## src/rtl/mxrf_pkg.sv

```systemverilog
package mxrf_pkg;
  localparam int DW = 8;

  typedef enum logic [2:0] {
    RGN_FIXED,
    RGN_BANKSEL,
    RGN_RAM,
    RGN_WIPECFG,
    RGN_XCTL,
    RGN_NONE
  } region_e;
endpackage

```

## src/rtl/mxrf_bus_sync.sv

```systemverilog
module mxrf_bus_sync #(
  parameter int DW = 8
) (
  input  logic          clk,
  input  logic          rst_n,
  input  logic          addr_strobe,
  input  logic          rd_strobe_n,
  input  logic          wr_strobe_n,
  input  logic [DW-1:0] bus_in,
  output logic [DW-1:0] addr_q,
  output logic          wr_pulse,
  output logic          bus_oe
);
  logic as_q;
  logic wr_q;
  logic as_fall;

  assign as_fall  = as_q && !addr_strobe;
  assign wr_pulse = !wr_q && wr_strobe_n;
  assign bus_oe   = !rd_strobe_n && !addr_strobe;

  always_ff @(posedge clk or negedge rst_n) begin
    if (!rst_n) begin
      as_q   <= 1'b0;
      wr_q   <= 1'b1;
      addr_q <= '0;
    end else begin
      as_q <= addr_strobe;
      wr_q <= wr_strobe_n;
      if (as_fall) addr_q <= bus_in;
    end
  end

  AST_ADDR_HOLD: assert property (@(posedge clk) disable iff (!rst_n)
    !(as_q && !addr_strobe) |=> $stable(addr_q));
endmodule

```

## src/rtl/mxrf_decode.sv

```systemverilog
module mxrf_decode
  import mxrf_pkg::*;
#(
  parameter int DW           = 8,
  parameter int RAM_BASE     = 14,
  parameter int RAM_BYTES    = 114,
  parameter int BANK_LO      = 64,
  parameter int BANKSEL_ADDR = 10,
  parameter int WIPECFG_ADDR = 74,
  parameter int XCTL_ADDR    = 75,
  parameter int IW           = 7
) (
  input  logic [DW-1:0] addr,
  input  logic          bank,
  output region_e       region,
  output logic [IW-1:0] ram_idx
);
  localparam int RAM_END = RAM_BASE + RAM_BYTES;

  logic [DW:0]   ax;
  logic [DW-1:0] off;

  assign ax  = {1'b0, addr};
  assign off = addr - DW'(RAM_BASE);

  always_comb begin
    ram_idx = off[IW-1:0];
    if (ax < (DW+1)'(RAM_BASE)) begin
      region = (ax == (DW+1)'(BANKSEL_ADDR)) ? RGN_BANKSEL : RGN_FIXED;
    end else if (ax >= (DW+1)'(RAM_END)) begin
      region = RGN_NONE;
    end else if (bank && ax >= (DW+1)'(BANK_LO)) begin
      if (ax == (DW+1)'(WIPECFG_ADDR))   region = RGN_WIPECFG;
      else if (ax == (DW+1)'(XCTL_ADDR)) region = RGN_XCTL;
      else                               region = RGN_NONE;
    end else begin
      region = RGN_RAM;
    end
  end
endmodule

```

## src/rtl/mxrf_ctrl_regs.sv

```systemverilog
module mxrf_ctrl_regs
  import mxrf_pkg::*;
#(
  parameter int DW       = 8,
  parameter int BANK_BIT = 4
) (
  input  logic          clk,
  input  logic          rst_n,
  input  logic          we,
  input  region_e       region,
  input  logic [DW-1:0] wdata,
  output logic [DW-1:0] ctl_byte,
  output logic          bank,
  output logic          wipe_en,
  output logic          aux_en,
  output logic          xtal_sel
);
  assign bank = ctl_byte[BANK_BIT];

  always_ff @(posedge clk or negedge rst_n) begin
    if (!rst_n) begin
      ctl_byte <= '0;
      wipe_en  <= 1'b0;
      aux_en   <= 1'b0;
      xtal_sel <= 1'b0;
    end else if (we) begin
      unique case (region)
        RGN_BANKSEL: ctl_byte <= wdata;
        RGN_WIPECFG: wipe_en  <= wdata[0];
        RGN_XCTL: begin
          aux_en   <= wdata[0];
          xtal_sel <= wdata[1];
        end
        default: ;
      endcase
    end
  end

  AST_BANK_HOLD: assert property (@(posedge clk) disable iff (!rst_n)
    !(we && region == RGN_BANKSEL) |=> $stable(ctl_byte));
  AST_EXT_HOLD: assert property (@(posedge clk) disable iff (!rst_n)
    !(we && region == RGN_XCTL) |=> ($stable(aux_en) && $stable(xtal_sel)));
endmodule

```

## src/rtl/mxrf_user_ram.sv

```systemverilog
module mxrf_user_ram #(
  parameter int DW        = 8,
  parameter int RAM_BYTES = 114,
  parameter int IW        = 7
) (
  input  logic          clk,
  input  logic          rst_n,
  input  logic          we,
  input  logic [IW-1:0] idx,
  input  logic [DW-1:0] wdata,
  input  logic          wipe_n,
  input  logic          wipe_en,
  output logic [DW-1:0] rdata
);
  localparam logic [IW-1:0] LAST = IW'(RAM_BYTES - 1);

  logic [DW-1:0] mem [RAM_BYTES];
  logic          wipe_q;
  logic          busy;
  logic [IW-1:0] widx;
  logic          start;

  assign start = !busy && wipe_q && !wipe_n && wipe_en;
  assign rdata = (idx <= LAST) ? mem[idx] : '0;

  always_ff @(posedge clk or negedge rst_n) begin
    if (!rst_n) begin
      wipe_q <= 1'b1;
      busy   <= 1'b0;
      widx   <= '0;
    end else begin
      wipe_q <= wipe_n;
      if (start) begin
        busy <= 1'b1;
        widx <= '0;
      end else if (busy) begin
        if (widx == LAST) busy <= 1'b0;
        widx <= widx + 1'b1;
      end
    end
  end

  always_ff @(posedge clk) begin
    if (busy)                   mem[widx] <= '0;
    else if (we && idx <= LAST) mem[idx]  <= wdata;
  end

  AST_WIPE_ZERO: assert property (@(posedge clk) disable iff (!rst_n)
    busy |=> mem[$past(widx)] == '0);
  AST_WIPE_GATED: assert property (@(posedge clk) disable iff (!rst_n)
    $rose(busy) |-> $past(wipe_en));
endmodule

```

## src/rtl/mxrf_regfile.sv

```systemverilog
module mxrf_regfile
  import mxrf_pkg::*;
#(
  parameter int RAM_BASE     = 14,
  parameter int RAM_BYTES    = 114,
  parameter int BANK_LO      = 64,
  parameter int BANKSEL_ADDR = 10,
  parameter int WIPECFG_ADDR = 74,
  parameter int XCTL_ADDR    = 75,
  parameter int BANK_BIT     = 4,
  parameter logic [7:0] FIXED_TAG = 8'hC0
) (
  input  logic       clk,
  input  logic       rst_n,
  input  logic       addr_strobe,
  input  logic       rd_strobe_n,
  input  logic       wr_strobe_n,
  input  logic [7:0] bus_in,
  output logic [7:0] bus_out,
  output logic       bus_oe,
  input  logic       wipe_n,
  output logic       aux_supply_en,
  output logic       xtal_load_sel
);
  localparam int IW = $clog2(RAM_BYTES);

  logic [DW-1:0] addr_q;
  logic          wr_pulse;
  logic          bank;
  logic          wipe_en;
  logic [DW-1:0] ctl_byte;
  logic [DW-1:0] ram_rdata;
  logic [IW-1:0] ram_idx;
  logic [DW-1:0] rd_data;
  region_e       region;

  mxrf_bus_sync #(.DW(DW)) u_sync (
    .clk(clk), .rst_n(rst_n), .addr_strobe(addr_strobe),
    .rd_strobe_n(rd_strobe_n), .wr_strobe_n(wr_strobe_n), .bus_in(bus_in),
    .addr_q(addr_q), .wr_pulse(wr_pulse), .bus_oe(bus_oe)
  );

  mxrf_decode #(
    .DW(DW), .RAM_BASE(RAM_BASE), .RAM_BYTES(RAM_BYTES), .BANK_LO(BANK_LO),
    .BANKSEL_ADDR(BANKSEL_ADDR), .WIPECFG_ADDR(WIPECFG_ADDR),
    .XCTL_ADDR(XCTL_ADDR), .IW(IW)
  ) u_dec (
    .addr(addr_q), .bank(bank), .region(region), .ram_idx(ram_idx)
  );

  mxrf_ctrl_regs #(.DW(DW), .BANK_BIT(BANK_BIT)) u_regs (
    .clk(clk), .rst_n(rst_n), .we(wr_pulse), .region(region), .wdata(bus_in),
    .ctl_byte(ctl_byte), .bank(bank), .wipe_en(wipe_en),
    .aux_en(aux_supply_en), .xtal_sel(xtal_load_sel)
  );

  mxrf_user_ram #(.DW(DW), .RAM_BYTES(RAM_BYTES), .IW(IW)) u_ram (
    .clk(clk), .rst_n(rst_n), .we(wr_pulse && region == RGN_RAM),
    .idx(ram_idx), .wdata(bus_in), .wipe_n(wipe_n), .wipe_en(wipe_en),
    .rdata(ram_rdata)
  );

  always_comb begin
    unique case (region)
      RGN_FIXED:   rd_data = FIXED_TAG | addr_q;
      RGN_BANKSEL: rd_data = ctl_byte;
      RGN_RAM:     rd_data = ram_rdata;
      RGN_WIPECFG: rd_data = {7'b0, wipe_en};
      RGN_XCTL:    rd_data = {6'b0, xtal_load_sel, aux_supply_en};
      default:     rd_data = '0;
    endcase
  end

  assign bus_out = bus_oe ? rd_data : '0;

  AST_OE_LATCH_EXCL: assert property (@(posedge clk) disable iff (!rst_n)
    bus_oe |-> (!addr_strobe && !rd_strobe_n));
  AST_IDLE_QUIET: assert property (@(posedge clk) disable iff (!rst_n)
    !bus_oe |-> bus_out == '0);
endmodule

```

## config.mk

```make
export PLATFORM = sky130hd
export DESIGN_NAME = mxrf_regfile
export DESIGN_NICKNAME = d
export VERILOG_FILES = /design/src/rtl/mxrf_pkg.sv /design/src/rtl/mxrf_bus_sync.sv /design/src/rtl/mxrf_decode.sv /design/src/rtl/mxrf_ctrl_regs.sv /design/src/rtl/mxrf_user_ram.sv /design/src/rtl/mxrf_regfile.sv
export SDC_FILE = /design/constraint.sdc
export NUM_CORES = 1
export LEC_CHECK = 0
export ABC_AREA = 1
export CAP_MARGIN = 20
export CORE_ASPECT_RATIO = 0.8
export CORE_MARGIN = 5
export CORE_UTILIZATION = 28
export DETAILED_ROUTE_END_ITERATION = 7
export PLACE_DENSITY = 0.43
export SLEW_MARGIN = 20
export SYNTH_ARGS = -nofsm -noshare
export SYNTH_HDL_FRONTEND = slang
export SYNTH_SLANG_ARGS = --single-unit
```

## constraint.sdc

```tcl
create_clock -name clk -period 8.5 [get_ports clk]
set_input_delay 1.275 -clock clk [delete_from_list [all_inputs] [get_ports clk]]
set_output_delay 1.275 -clock clk [all_outputs]
set_load 0.005 [all_outputs]
```

# After elaboration in Yosys (flattened, before gate mapping)
# Memories as Yosys holds them, arrays and structs flattened.
# Cells that the tools add are included.
# op_classes
n_addsub	2
magnitude_cmp	4
mux	22
n_reduce_logical	20
eq_ne	8
# op_table
op	n
8-bit one-hot mux with 5 select lines	1
8-bit two-way mux	3
7-bit two-way mux	3
8-bit by 7-bit equality test with 1-bit output (second input constant)	2
3-bit two-way mux	4
1-bit two-way mux	11
1-bit logical AND	9
8-bit by 4-bit equality test with 1-bit output (second input constant)	1
8-bit by 7-bit greater-or-equal comparator with 1-bit output (second input constant)	1
8-bit greater-or-equal comparator (second input constant)	1
8-bit by 4-bit less-than comparator with 1-bit output (second input constant)	1
8-bit OR reduction	1
7-bit by 1-bit adder with 7-bit output (second input constant)	1
7-bit equality test (second input constant)	1
7-bit <= comparator (second input constant)	1
7-bit by 4-bit subtractor with 7-bit output (second input constant)	1
3-bit by 2-bit equality test with 1-bit output (second input constant)	2
2-bit AND reduction	3
1-bit logical NOT	5
3-bit by 1-bit equality test with 1-bit output (second input constant)	1
3-bit equality test (second input constant)	1
3-bit logical NOT	1
2-bit nonzero test	1
# totals
in_bits	14
mem_bits_rw	912
memories	1
register_bits	30
word_cells	67
out_inout_bits	11
# memory_table
name	depth	word_bits	rd	rd_clocked_by_memory_dff	write_ports	line	text
u_ram.mem	114	8	1	0	1	mxrf_user_ram.sv:17	logic [DW-1:0] mem [RAM_BYTES];

# Logic depth before layout (Yosys ltp)
# Gate-level depths: netlist (run 1).
# depth
depth_word	14
mapped_depth	16
ltp_nobuf	14

# Hierarchy
# A second synthesis (run 1) with hierarchy kept.
# unflattened
cells_unflattened	4021
hier_area_um2	40870.4
# by_module_without_submodules
module	n_inst	cells_per_inst	seq_area_each_um2	area_each_um2
mxrf_user_ram	1	3824	27612.7	39516.6
mxrf_ctrl_regs	1	58	275.3	494.2
mxrf_bus_sync	1	40	251.5	389.1
mxrf_regfile	1	60	0.0	265.3
mxrf_decode	1	39	0.0	205.2

# Worst setup path after synthesis (run 1)
# Ideal clock, no wire load.
# synth_path
kind	input to register
start	input wr_strobe_n
end	memory u_ram.mem[0][0], data pin
arrival_ns	4.631
setup_time_ns	0.733
slack_ns	3.136
required_time_ns	7.767
path_stages	7
path_buffers	1
path_cell_list	inv_1 > nor2_1 > inv_1 > nor2_4 > nand3_4 > buf_6 > nor2_1
# synth_via
elab_chain_len	8
# synth_lines
element	line	text
start, declared	mxrf_regfile.sv:17	input logic wr_strobe_n,
1-bit logical AND	mxrf_bus_sync.sv:19	assign wr_pulse = !wr_q && wr_strobe_n;
1-bit logical AND	mxrf_regfile.sv:58	.clk(clk), .rst_n(rst_n), .we(wr_pulse && region == RGN_RAM),
1-bit logical AND	mxrf_user_ram.sv:45	else if (we && idx <= LAST) mem[idx] <= wdata;
1-bit two-way mux	mxrf_user_ram.sv:45	
1-bit two-way mux	mxrf_user_ram.sv:44	if (busy) mem[widx] <= '0;
1-bit two-way mux (implied by the code)	mxrf_user_ram.sv:45	
8-bit OR reduction (no line)	n/a	
8-bit two-way mux (no line)	n/a	
end, declared	mxrf_user_ram.sv:17	
# Every way passes these cells.

# Worst setup path in the final report (run 1)
# layout_path
start	register u_sync.addr_q[1]
end	output bus_out[3]
# layout_via
elab_chain_len	9
word_cells_on_any_way	24
classes_between	1 x add/sub; 4 x order compare; 7 x eq/ne; 9 x mux; 2 x reduce/logical; 1 x memory
# layout_lines
element	line	text
start, declared	mxrf_bus_sync.sv:10	output logic [DW-1:0] addr_q,
start signal, assigned	mxrf_bus_sync.sv:30	if (as_fall) addr_q <= bus_in;
branches (longest 7 deep; another with memory read 114 x 8 bit)	n/a	
8-bit one-hot mux with 5 select lines (*)	mxrf_regfile.sv:64	unique case (region)
8-bit two-way mux (*)	mxrf_regfile.sv:74	assign bus_out = bus_oe ? rd_data : '0;
end, declared	mxrf_regfile.sv:19	output logic [7:0] bus_out,
# Every way passes the cells marked *.

==> results of run 1 <==
-- cell type report --
| class | instances | area share |
|---|---|---|
| sequential | 942 | 0.6264 |
| multi-input combinational | 2137 | 0.2146 |
| clock buffer | 117 | 0.05427 |
| tap | 1875 | 0.05221 |
| inverter | 299 | 0.02537 |
| timing repair buffer | 69 | 0.01509 |
| clock inverter | 52 | 0.01197 |
| antenna | 2 | 0.0001114 |
-- kinds of logic (layout without fill, tap and decap cells) --
logic type	count (synthesis)	after routing	share of synthesized area
AO/OA/AOI/OAI	110	110	0.01713
XOR/XNOR	2	2	0.0009185
adder cells (fa/ha/maj)	4	4	0.001267
buffers and inverters	483	537	0.04718
flip-flops	942	942	0.7122
multiplexers	2	2	0.0005067
other	0	2	0
AND/OR/NAND/NOR	2019	2019	0.2208
-- layer usage --
metal / GRT usage / up-vias
met5: 0 / -
met4: 0.03029 / 0
met3: 0.02849 / 123
met2: 0.2386 / 619
met1: 0.2521 / 12988
li1: - / 12081
-- stage by stage --
stage / setup WS [ns] / util / instances / area, µm² / power, µW
after floorplan: 3.136 / - / 3562 / 39510 / 6176
after global placement: 2.387 / 0.2988 / 5322 / 41930 / 6923
after detailed placement: 2.506 / 0.2989 / 5322 / 41950 / 6918
after CTS: 1.709 / 0.3201 / 5491 / 44930 / 11080
after global routing: 1.459 / 0.3201 / 5491 / 44930 / 11400
final: 1.679 / 0.3202 / 5493 / 44940 / 10980
-- worst max-delay path by stage --
stage | slack (ns) | end
finish | 1.68 | bus_out[3]
global route | 1.46 | bus_out[3]
CTS | 1.71 | bus_out[3]
detailed placement | 2.51 | bus_out[3]
global placement | 2.39 | bus_out[3]
floorplan | 3.14 | u_ram.mem[0][0]
-- cell usage after synthesis (4+ instances only) --
cell type,instances,area [µm²]
nand2_2,18,112.6
edfxtp_1,912,27390
clkbuf_1,144,540.5
nand2_1,881,3307
ha_1,4,50.05
dfrtp_1,28,700.7
nand4_2,6,75.07
o211ai_1,21,157.7
nand4_1,68,425.4
o21ai_4,4,65.06
nor2_1,454,1704
inv_1,290,1089
a21oi_1,18,90.09
or2_2,35,219.0
buf_4,5,37.54
inv_2,8,30.03
nor2_4,6,67.56
buf_1,22,82.58
o21ai_0,60,300.3
buf_2,11,55.05
nand3_1,535,2678
-- power by group --
part	internal (µW)	switching (µW)	leakage (µW)
Sequential	5110	34.7	0.0107
Clock	2310	1850	0.00145
Combinational	397	1270	0.00505
-- placed cells by master (no fill, tap or decap), drive strengths merged, types with 3 or more instances in the layout --
cell	instances
clkinv	39
buf	45
bufinv	9
clkbuf	117
ha	4
inv	301
nor2	463
nand2	899
dfrtp	28
nor4	3
or2	35
nand3	539
edfxtp	912
clkdlybuf4s50	24
nor3	3
nand4	75
o211ai	21
o21ai	65
a21oi	20
-- registers in the layout (all words and copies together), names as in the netlist --
| register | flops |
|---|---|
| u_regs.ctl_byte | 8 |
| u_ram.widx | 7 |
| u_ram.wipe_q | 1 |
| u_regs.aux_en | 1 |
| u_sync.wr_q | 1 |
| u_ram.mem | 912 |
| u_regs.wipe_en | 1 |
| u_ram.busy | 1 |
| u_regs.xtal_sel | 1 |
| u_sync.as_q | 1 |
| u_sync.addr_q | 8 |
-- critical path: stages (launching register included) --
cell	delay, ns
dfrtp_4	0.65
ha_1	0.36
nand2_1	0.11
nand2_1	0.07
nand2_1	0.07
nand2_1	0.48
inv_1	0.90
nor2_1	0.35
a31oi_1	0.55
o21ai_0	0.44
a21oi_1	0.29
clkdlybuf4s50_1	0.55
==> results.cfg, run 1 <==
[synthesis]
syn_inst = 3562
synth.distinct_cells = 42
synth_edf_count = 912
synth.avg_cell_area_um2 = 11.09
yosys_warnings = 0
ys_ff_latch = 942
netlist_area_mm2 = 0.03951
synth_nets = 3580
synth_flop_cell = edfxtp_1
ys_async_sr_fraction = 0.03185
yosysSeqAreaShare = 0.7122

[sta]
timing.slew.headroom = 0.2407
fin_tns_setup_ns = 0
clock.fmax_ghz = 0.1466
finClkSkew_ns = 0.03105
tightest_slew_ns = 1.135
maxSlewViolCount = 0
min_period_ns = 6.821
setup_violations = 0
whs_ns = 0.4927
fin_crit_sh = 0.8025
rsz0062_at_grt = false
hold_viol_final = 0

[detailed_routing]
drcViolationCount = 0
final_antenna_net_count = 0
routedWlPerCell_um = 22.47
drt_wl_total_mm = 123.4
wl_met3_mm = 6.970
drtIter0Drc = 2267
routed_via_density = 4.699
first_pass_iters = 5
highest_layer = met4
route.vias.total = 25811
drt-met1-wl_mm = 61.36
route.met2.wl_mm = 53.16

[die]
dieArea_mm2 = 0.1488
core_mm2 = 0.1404
rows = 123
ioPinCount = 25
die_w_um = 430.0
die_h_um = 346.0
start_util = 0.2815

[hold_path]
holdPathStages = 2
worstHoldStart = u_regs.ctl_byte[3]
hp-class = register to register
whs_endpoint = u_regs.ctl_byte[3]

[placed_design]
place_congestion = 0.8073
dp_hpwl_mm = 69.55
port_buffers = 24

[critical_path]
reg2reg_from = u_sync.addr_q[0]
worstPathRequired_ns = 7.22
worstSetupPathType = register to output port
critPathMaxFanout = 19
arrival_ns = 5.55
critPathLaunch = u_sync.addr_q[1]
worstSetupEndpointType = output port
worstSetupStartpointType = register
reg2reg_depth = 11
reg2reg_to = u_ram.mem[12][2]
reg2reg_slack_ns = 2.73

[cells_and_area]
areaGrowthSynthToFinish_pct = 13.73
fin_nets = 3560
multi_input_area_mm2 = 0.009643
fillers = 14255
drive_gt1_frac = 0.07799
ff_latch_area_mm2 = 0.02815

[power_and_ir_drop]
vdd_drop_max_v = 0.0001460
p_leak_uw = 0.01721
cellPowerDensity_mw_per_mm2 = 244.3

[clock_tree]
max-clock-path-buffers = 3
cts_made_buffers = 93
cts_tree = yes
post_cts_buffers = 0
ctsHoldBuffers = 0
cts_root_buffer = clkbuf_16
path_clk_slew_ns = 0.06
cts.sinks = 942
cts-resized-gates = 0
clk_latency_ns = 0.71
htreeDepth = 3

[grt]
grt_pass1_vias = 24776
grt_pass1_wl_mm = 179.8
overflow = 0
grt_use_total = 0.1625
antenna_found_initial = 0
grt_max_degree = 127

[run]
drv_cap = 0

[outcome]
status = finished, final reports clean
Power figures use the tool's default switching activity.
==> inputs of run 2 (changes only) <==
--- a/config.mk
+++ b/config.mk
@@ -11,7 +11,7 @@
 export CORE_MARGIN = 5
 export CORE_UTILIZATION = 28
 export DETAILED_ROUTE_END_ITERATION = 7
-export PLACE_DENSITY = 0.43
+export PLACE_DENSITY = 0.44
 export SLEW_MARGIN = 20
 export SYNTH_ARGS = -nofsm -noshare
 export SYNTH_HDL_FRONTEND = slang
==> constraint.sdc (replaced) <==
create_clock -name clk -period 5.6 [get_ports clk]
set_input_delay 0.84 -clock clk [delete_from_list [all_inputs] [get_ports clk]]
set_output_delay 0.84 -clock clk [all_outputs]
set_load 0.005 [all_outputs]
==> results.cfg, run 2 (synthesis gave the netlist of run 1 again) <==
[outcome]
status = finished, final reports clean

[placed_design]
dp_hpwl_mm = 74.20
post-place-ws_ns = 0.9997
place_congestion = 0.8426
placed_cells = 5404
port_buffers = 24

[die]
die_h_um = 346.0
rows = 123
start_util = 0.2815
ioPinCount = 25
core_mm2 = 0.1404
dieArea_mm2 = 0.1488
die_w_um = 430.0

[cells_and_area]
areaGrowthSynthToFinish_pct = 15.84
drive_gt1_frac = 0.09813
ff_latch_area_mm2 = 0.02815
regMostFlops = u_ram.mem
reg_top3 = u_ram.mem x912, u_regs.ctl_byte x8, u_sync.addr_q x8
fillers = 14209
final-instance-count-excl-fill = 5577
layout_commonest_cell = edfxtp_1
layout_common_cells = edfxtp_1 (912), nand2_1 (879), nand3_1 (535), nor2_1 (445), inv_1 (289)
largest_reg_flops = 912
fin_nets = 3643
multi_input_area_mm2 = 0.009620

[critical_path]
path_delay_family = buffers and inverters
slowest_delay_ns = 0.67
path_cells = ha_4 -> inv_4 -> buf_12 -> nor2_1 -> nand3_1 -> nand3_1 -> nand3_1 -> nand2_1 -> nand2_1 -> nand2_1 -> o21ai_0 -> buf_4 -> a21oi_1 -> clkdlybuf4s50_1
arrival_ns = 4.40
critPathSlowestCell = dfrtp_4
worstSetupStartpointType = register
critPathLaunch = u_sync.addr_q[1]
crit_buf_inv = 4
worstSetupPathType = register to output port
reg2reg_from = u_sync.addr_q[1]
worstPathRequired_ns = 4.76
worstSetupEndpointType = output port
critPathMaxFanout = 41

[sta]
maxSlewViolCount = 0
clock.fmax_ghz = 0.1909
final.setup.worst_slack_ns = 0.3625
finClkSkew_ns = 0.02377
timing.slew.headroom = 0.3534
rsz0062_at_grt = false
tightest_slew_ns = 0.9663
setup_violations = 0
hold_viol_final = 0
fin_crit_sh = 0.9353
min_period_ns = 5.237
fin_tns_setup_ns = 0

[grt]
grt_use_total = 0.1623
antenna_found_initial = 1
grt_pass1_vias = 24785
grt_max_degree = 115
overflow = 0
grt_pass1_wl_mm = 179.8

[run]
drv_cap = 0

[hold_path]
hp-class = register to register
worstHoldStart = u_regs.ctl_byte[1]

[power_and_ir_drop]
p_leak_uw = 0.01773
vdd_drop_max_v = 0.0002632
cellPowerDensity_mw_per_mm2 = 366.0

[clock_tree]
cts_root_buffer = clkbuf_16
path_clk_slew_ns = 0.07
cts_made_buffers = 94
cts.sinks = 942
htreeDepth = 3
cts_tree = yes
clk_latency_ns = 0.71
post_cts_buffers = 0
cts-resized-gates = 0
ctsHoldBuffers = 0
max-clock-path-buffers = 3

[detailed_routing]
highest_layer = met4
routedWlPerCell_um = 22.08
drt_wl_total_mm = 123.2
route.vias.total = 25868
drtIter0Drc = 2540
drt-met1-wl_mm = 60.84
routed_via_density = 4.638
wl_met3_mm = 7.876
route.met2.wl_mm = 52.32
first_pass_iters = 5
final_antenna_net_count = 0
drcViolationCount = 0
-- run 2: power breakdown --
part / switching (µW) / internal (µW) / leakage [µW]
sequential: 56.1 / 7760 / 0.0107
combinational: 1910 / 683 / 0.00556
clock: 2820 / 3520 / 0.00147
total: 4790 / 12000 / 0.0177
-- run 2: path summary, 6_finish.rpt --
| kind | cells past startpoint | end | slack [ns] |
|---|---|---|---|
| min reg2reg | 2 | u_regs.ctl_byte[1] | 0.49 |
| max | 14 | bus_out[7] | 0.36 |
| min | 2 | u_regs.ctl_byte[1] | 0.49 |
| min in group asynchronous | 2 | u_sync.as_q | 0.57 |
| max reg2reg | 12 | u_ram.mem[13][1] | 1.08 |
| max in group asynchronous | 2 | u_sync.addr_q[0] | 4.67 |
-- run 2: worst register-to-register path: stages, from the launching register on --
cell,delay (ns)
dfrtp_4,0.72
ha_1,0.37
xor2_4,0.22
inv_2,0.26
nand2_1,0.23
nand4_4,0.17
nand3_4,0.31
buf_4,0.35
nand2_1,0.16
o21ai_4,0.15
nand4_1,0.19
buf_4,0.26
nor2_1,0.74
-- run 2: through the flow --
step                      power [µW]    util  instance area (µm²)  hold WS [ns]
after floorplan                 9374       -                39510        0.4452
after detailed placement       10570  0.3047                42760        0.4763
after CTS                      16900  0.3260                45760        0.4935
final                          16750  0.3261                45770        0.4934
after global placement         10580  0.3045                42740        0.4692
after global routing           17420  0.3260                45760        0.5238
-- run 2: layout make-up --
class                           count  area share
Clock inverter                     53     0.01140
Antenna cell                        3   0.0001640
Clock buffer                      117     0.05418
Sequential cell                   942      0.6150
Tap cell                         1875     0.05126
Multi-Input combinational cell   2137      0.2102
Timing Repair Buffer              151     0.03291
Inverter                          299     0.02490
-- run 2: routing by layer --
metal | global-route usage | up-vias
li1 | - | 12243
met1 | 0.2495 | 12808
met2 | 0.2349 | 683
met3 | 0.03586 | 134
met4 | 0.03146 | 0
met5 | 0 | -
==> inputs of run 3 (changes only) <==
--- a/config.mk
+++ b/config.mk
@@ -11,8 +11,8 @@
 export CORE_MARGIN = 5
 export CORE_UTILIZATION = 28
 export DETAILED_ROUTE_END_ITERATION = 7
-export PLACE_DENSITY = 0.44
 export SLEW_MARGIN = 20
 export SYNTH_ARGS = -nofsm -noshare
 export SYNTH_HDL_FRONTEND = slang
+export SYNTH_HIERARCHICAL = 1
 export SYNTH_SLANG_ARGS = --single-unit
==> results.cfg, run 3 <==
[die]
core_mm2 = 0.1451
dieArea_mm2 = 0.1538
die_w_um = 437.2
die_h_um = 351.7
ioPinCount = 25
start_util = 0.2816
rows = 125

[synthesis]
synth_nets = 4039
yosysSeqAreaShare = 0.6885
synth.distinct_cells = 37
synthTopCellsByCount = nand2_1 (1379), edfxtp_1 (912), nand3_1 (474)
synth_area_leaders = edfxtp_1 (67%), nand2_1 (13%), nand3_1 (5.8%), inv_1 (3.9%), nor2_1 (3.4%)
netlist_area_mm2 = 0.04087
yosys_warnings = 6
synthDominantCellAreaShare = 0.6701
synth_top_cell_by_area = edfxtp_1
ys_ff_latch = 942
synth.avg_cell_area_um2 = 10.16
syn_inst = 4021
ys_async_sr_fraction = 0.03185
synth_most_common_cell = nand2_1
synth_edf_count = 912
synth_flop_cell = edfxtp_1

[placed_design]
dp_hpwl_mm = 65.43
placed_cells = 5836
port_buffers = 24
place_congestion = 0.9083

[power_and_ir_drop]
power.internal_uw = 11710
seq_power_share = 0.475
cellPowerDensity_mw_per_mm2 = 354.5
switching_share = 0.2877
vdd_drop_max_v = 0.0002299
p_leak_uw = 0.01812
clkPwrFrac = 0.359
p_sw_uw = 4730
pwr-share-comb = 0.167

[cells_and_area]
final-instance-count-excl-fill = 6000
layout_common_cells = nand2_1 (1379), edfxtp_1 (912), nand3_1 (474), inv_1 (425), nor2_1 (367)
diodes = 0
fin_nets = 4042
drive_gt1_frac = 0.06252
largest_reg_flops = 912
reg_top3 = u_ram/mem x912, u_regs/ctl_byte x8, u_sync/addr_q x8
layout_commonest_cell = nand2_1
areaGrowthSynthToFinish_pct = 13.51
multi_input_area_mm2 = 0.01028
regMostFlops = u_ram/mem
ff_latch_area_mm2 = 0.02814
fillers = 14665

[detailed_routing]
drcViolationCount = 0
drt-met1-wl_mm = 49.36
first_pass_iters = 8
final_antenna_net_count = 0
highest_layer = met4
route.met2.wl_mm = 47.18
drtIter0Drc = 3027
routedWlPerCell_um = 18.36
drt_wl_total_mm = 110.2
routed_via_density = 4.669
wl_met3_mm = 10.79
route.vias.total = 28014

[clock_tree]
cts_made_buffers = 91
max-clock-path-buffers = 3
path_clk_slew_ns = 0.06
ctsHoldBuffers = 0
cts.sinks = 942
clk_latency_ns = 0.68
htreeDepth = 3
cts_tree = yes
post_cts_buffers = 0
cts_root_buffer = clkbuf_16

[critical_path]
critPathLaunch = u_sync/addr_q[0]
reg2reg_slack_ns = 0.96
worstSetupStartpointType = register
reg2reg_depth = 12
critPathSlowestCell = inv_8
arrival_ns = 4.51
slowest_delay_ns = 0.58
worstPathRequired_ns = 4.76
critPathMaxFanout = 125
critPathMostFrequentCell = nand2_1
reg2reg_from = u_sync/addr_q[3]
reg2reg_to = u_ram/mem[53][2]
worstSetupPathType = register to output port
path_cells = inv_8 -> buf_12 -> buf_12 -> nand2_1 -> nand3_1 -> nand2_1 -> nand2_1 -> nand3_1 -> nand2_1 -> nor2_1 -> nand2_1 -> nand3_1 -> a21oi_1 -> nand2_1 -> nand3_1 -> nand2_1 -> inv_1 -> clkdlybuf4s50_1
worstSetupEndpointType = output port

[grt]
antenna_found_initial = 0
overflow = 0
grt_use_total = 0.1402
grt_max_degree = 170
grt_pass1_wl_mm = 166.0
grt_pass1_vias = 26224

[hold_path]
holdPathStages = 2
whs_endpoint = u_regs/ctl_byte[1]
hp-class = register to register
worstHoldStart = u_regs/ctl_byte[1]

[sta]
tightest_slew_ns = 0.9625
rsz0062_at_grt = false
timing.slew.headroom = 0.3560
hold_viol_final = 0
fin_tns_setup_ns = 0
fin_crit_sh = 0.9546
clock.fmax_ghz = 0.1871
min_period_ns = 5.346
maxSlewViolCount = 0
setup_violations = 0
finClkSkew_ns = 0.02207

[outcome]
status = finished, final reports clean

[run]
drv_cap = 0
-- run 3: cell types whose count changed after synthesis, sizes merged, moves of 63 or more --
| cell | previous run | this run |
|---|---|---|
| nand2 | 899 | 1384 |
| inv | 298 | 438 |
| nor2 | 463 | 381 |
| buf | 40 | 120 |
| nand4 | 75 | 10 |
| clkbuf | 144 | 81 |
| nand3 | 539 | 476 |
-- run 3: power groups by stage --
stage	Clock [µW]	Combinational [µW]	Sequential (µW)
5_1_grt	6320	2970	7810
4_1_cts	6020	2690	7810
3_5_place_dp	0	2680	7960
3_3_place_gp	0	2680	7960
2_1_floorplan	0	1670	7940
6_report	5900	2740	7810
-- run 3: cells by family after synthesis --
| logic type | Yosys count | synth area share |
|---|---|---|
| and+or+nand+nor | 2256 | 0.2239 |
| DFF | 942 | 0.6885 |
| buffers and inverters | 642 | 0.06230 |
| AOI/OAI and AO/OA | 174 | 0.02342 |
| adders and majority gates | 4 | 0.001225 |
| xor gates and xnor gates | 3 | 0.0006430 |
-- run 3: timing repair --
item | in CTS | in global routing
setup endpoints to repair | 3 | 2
gates cloned | 0 | 0
gates resized for setup | 1 | 1
-- run 3: worst max-delay path: cells and delay by family, from the launching register on --
family,cells,cell delay (ns)
and+or+nand+nor,12,1.18
buffers and inverters,5,1.62
AOI/OAI and AO/OA,1,0.34
DFF,1,0.57
-- run 3: worst max-delay path by stage --
| stage | end | depth (start not counted) |
|---|---|---|
| final | bus_out[3] | 18 |
| after global routing | bus_out[3] | 18 |
| after CTS | bus_out[4] | 16 |
| after detailed placement | bus_out[4] | 16 |
| after global placement | bus_out[3] | 16 |
| after floorplan | u_ram/mem[0][0] | 10 |
-- run 3: layout make-up --
type / instances / share of cell area
clock buffers: 111 / 0.05116
clock inverters: 53 / 0.008900
inverters: 441 / 0.03625
multi-input cells: 2437 / 0.2215
flip-flops and latches: 942 / 0.6066
well taps: 1905 / 0.05138
repair buffers: 111 / 0.02419
-- run 3: per-stage QoR --
step / hold slack, ns / instance area, µm² / setup slack (ns) / total power, µW / utilization
2_1_floorplan: 0.4419 / 40870 / 0.5612 / 9609 / -
3_3_place_gp: 0.4608 / 43600 / 0.7738 / 10630 / 0.3004
3_5_place_dp: 0.4677 / 43600 / 0.6709 / 10640 / 0.3004
4_1_cts: 0.4803 / 46390 / 0.1992 / 16520 / 0.3196
5_1_grt: 0.5030 / 46390 / 0.03111 / 17100 / 0.3196
6_report: 0.4746 / 46390 / 0.2540 / 16440 / 0.3196
-- run 3: routing by layer --
metal,vias to the layer above,global-route usage
met1,13494,0.2069
met4,0,0.03947
met5,-,0
met3,162,0.03345
li1,13200,-
met2,1158,0.2050
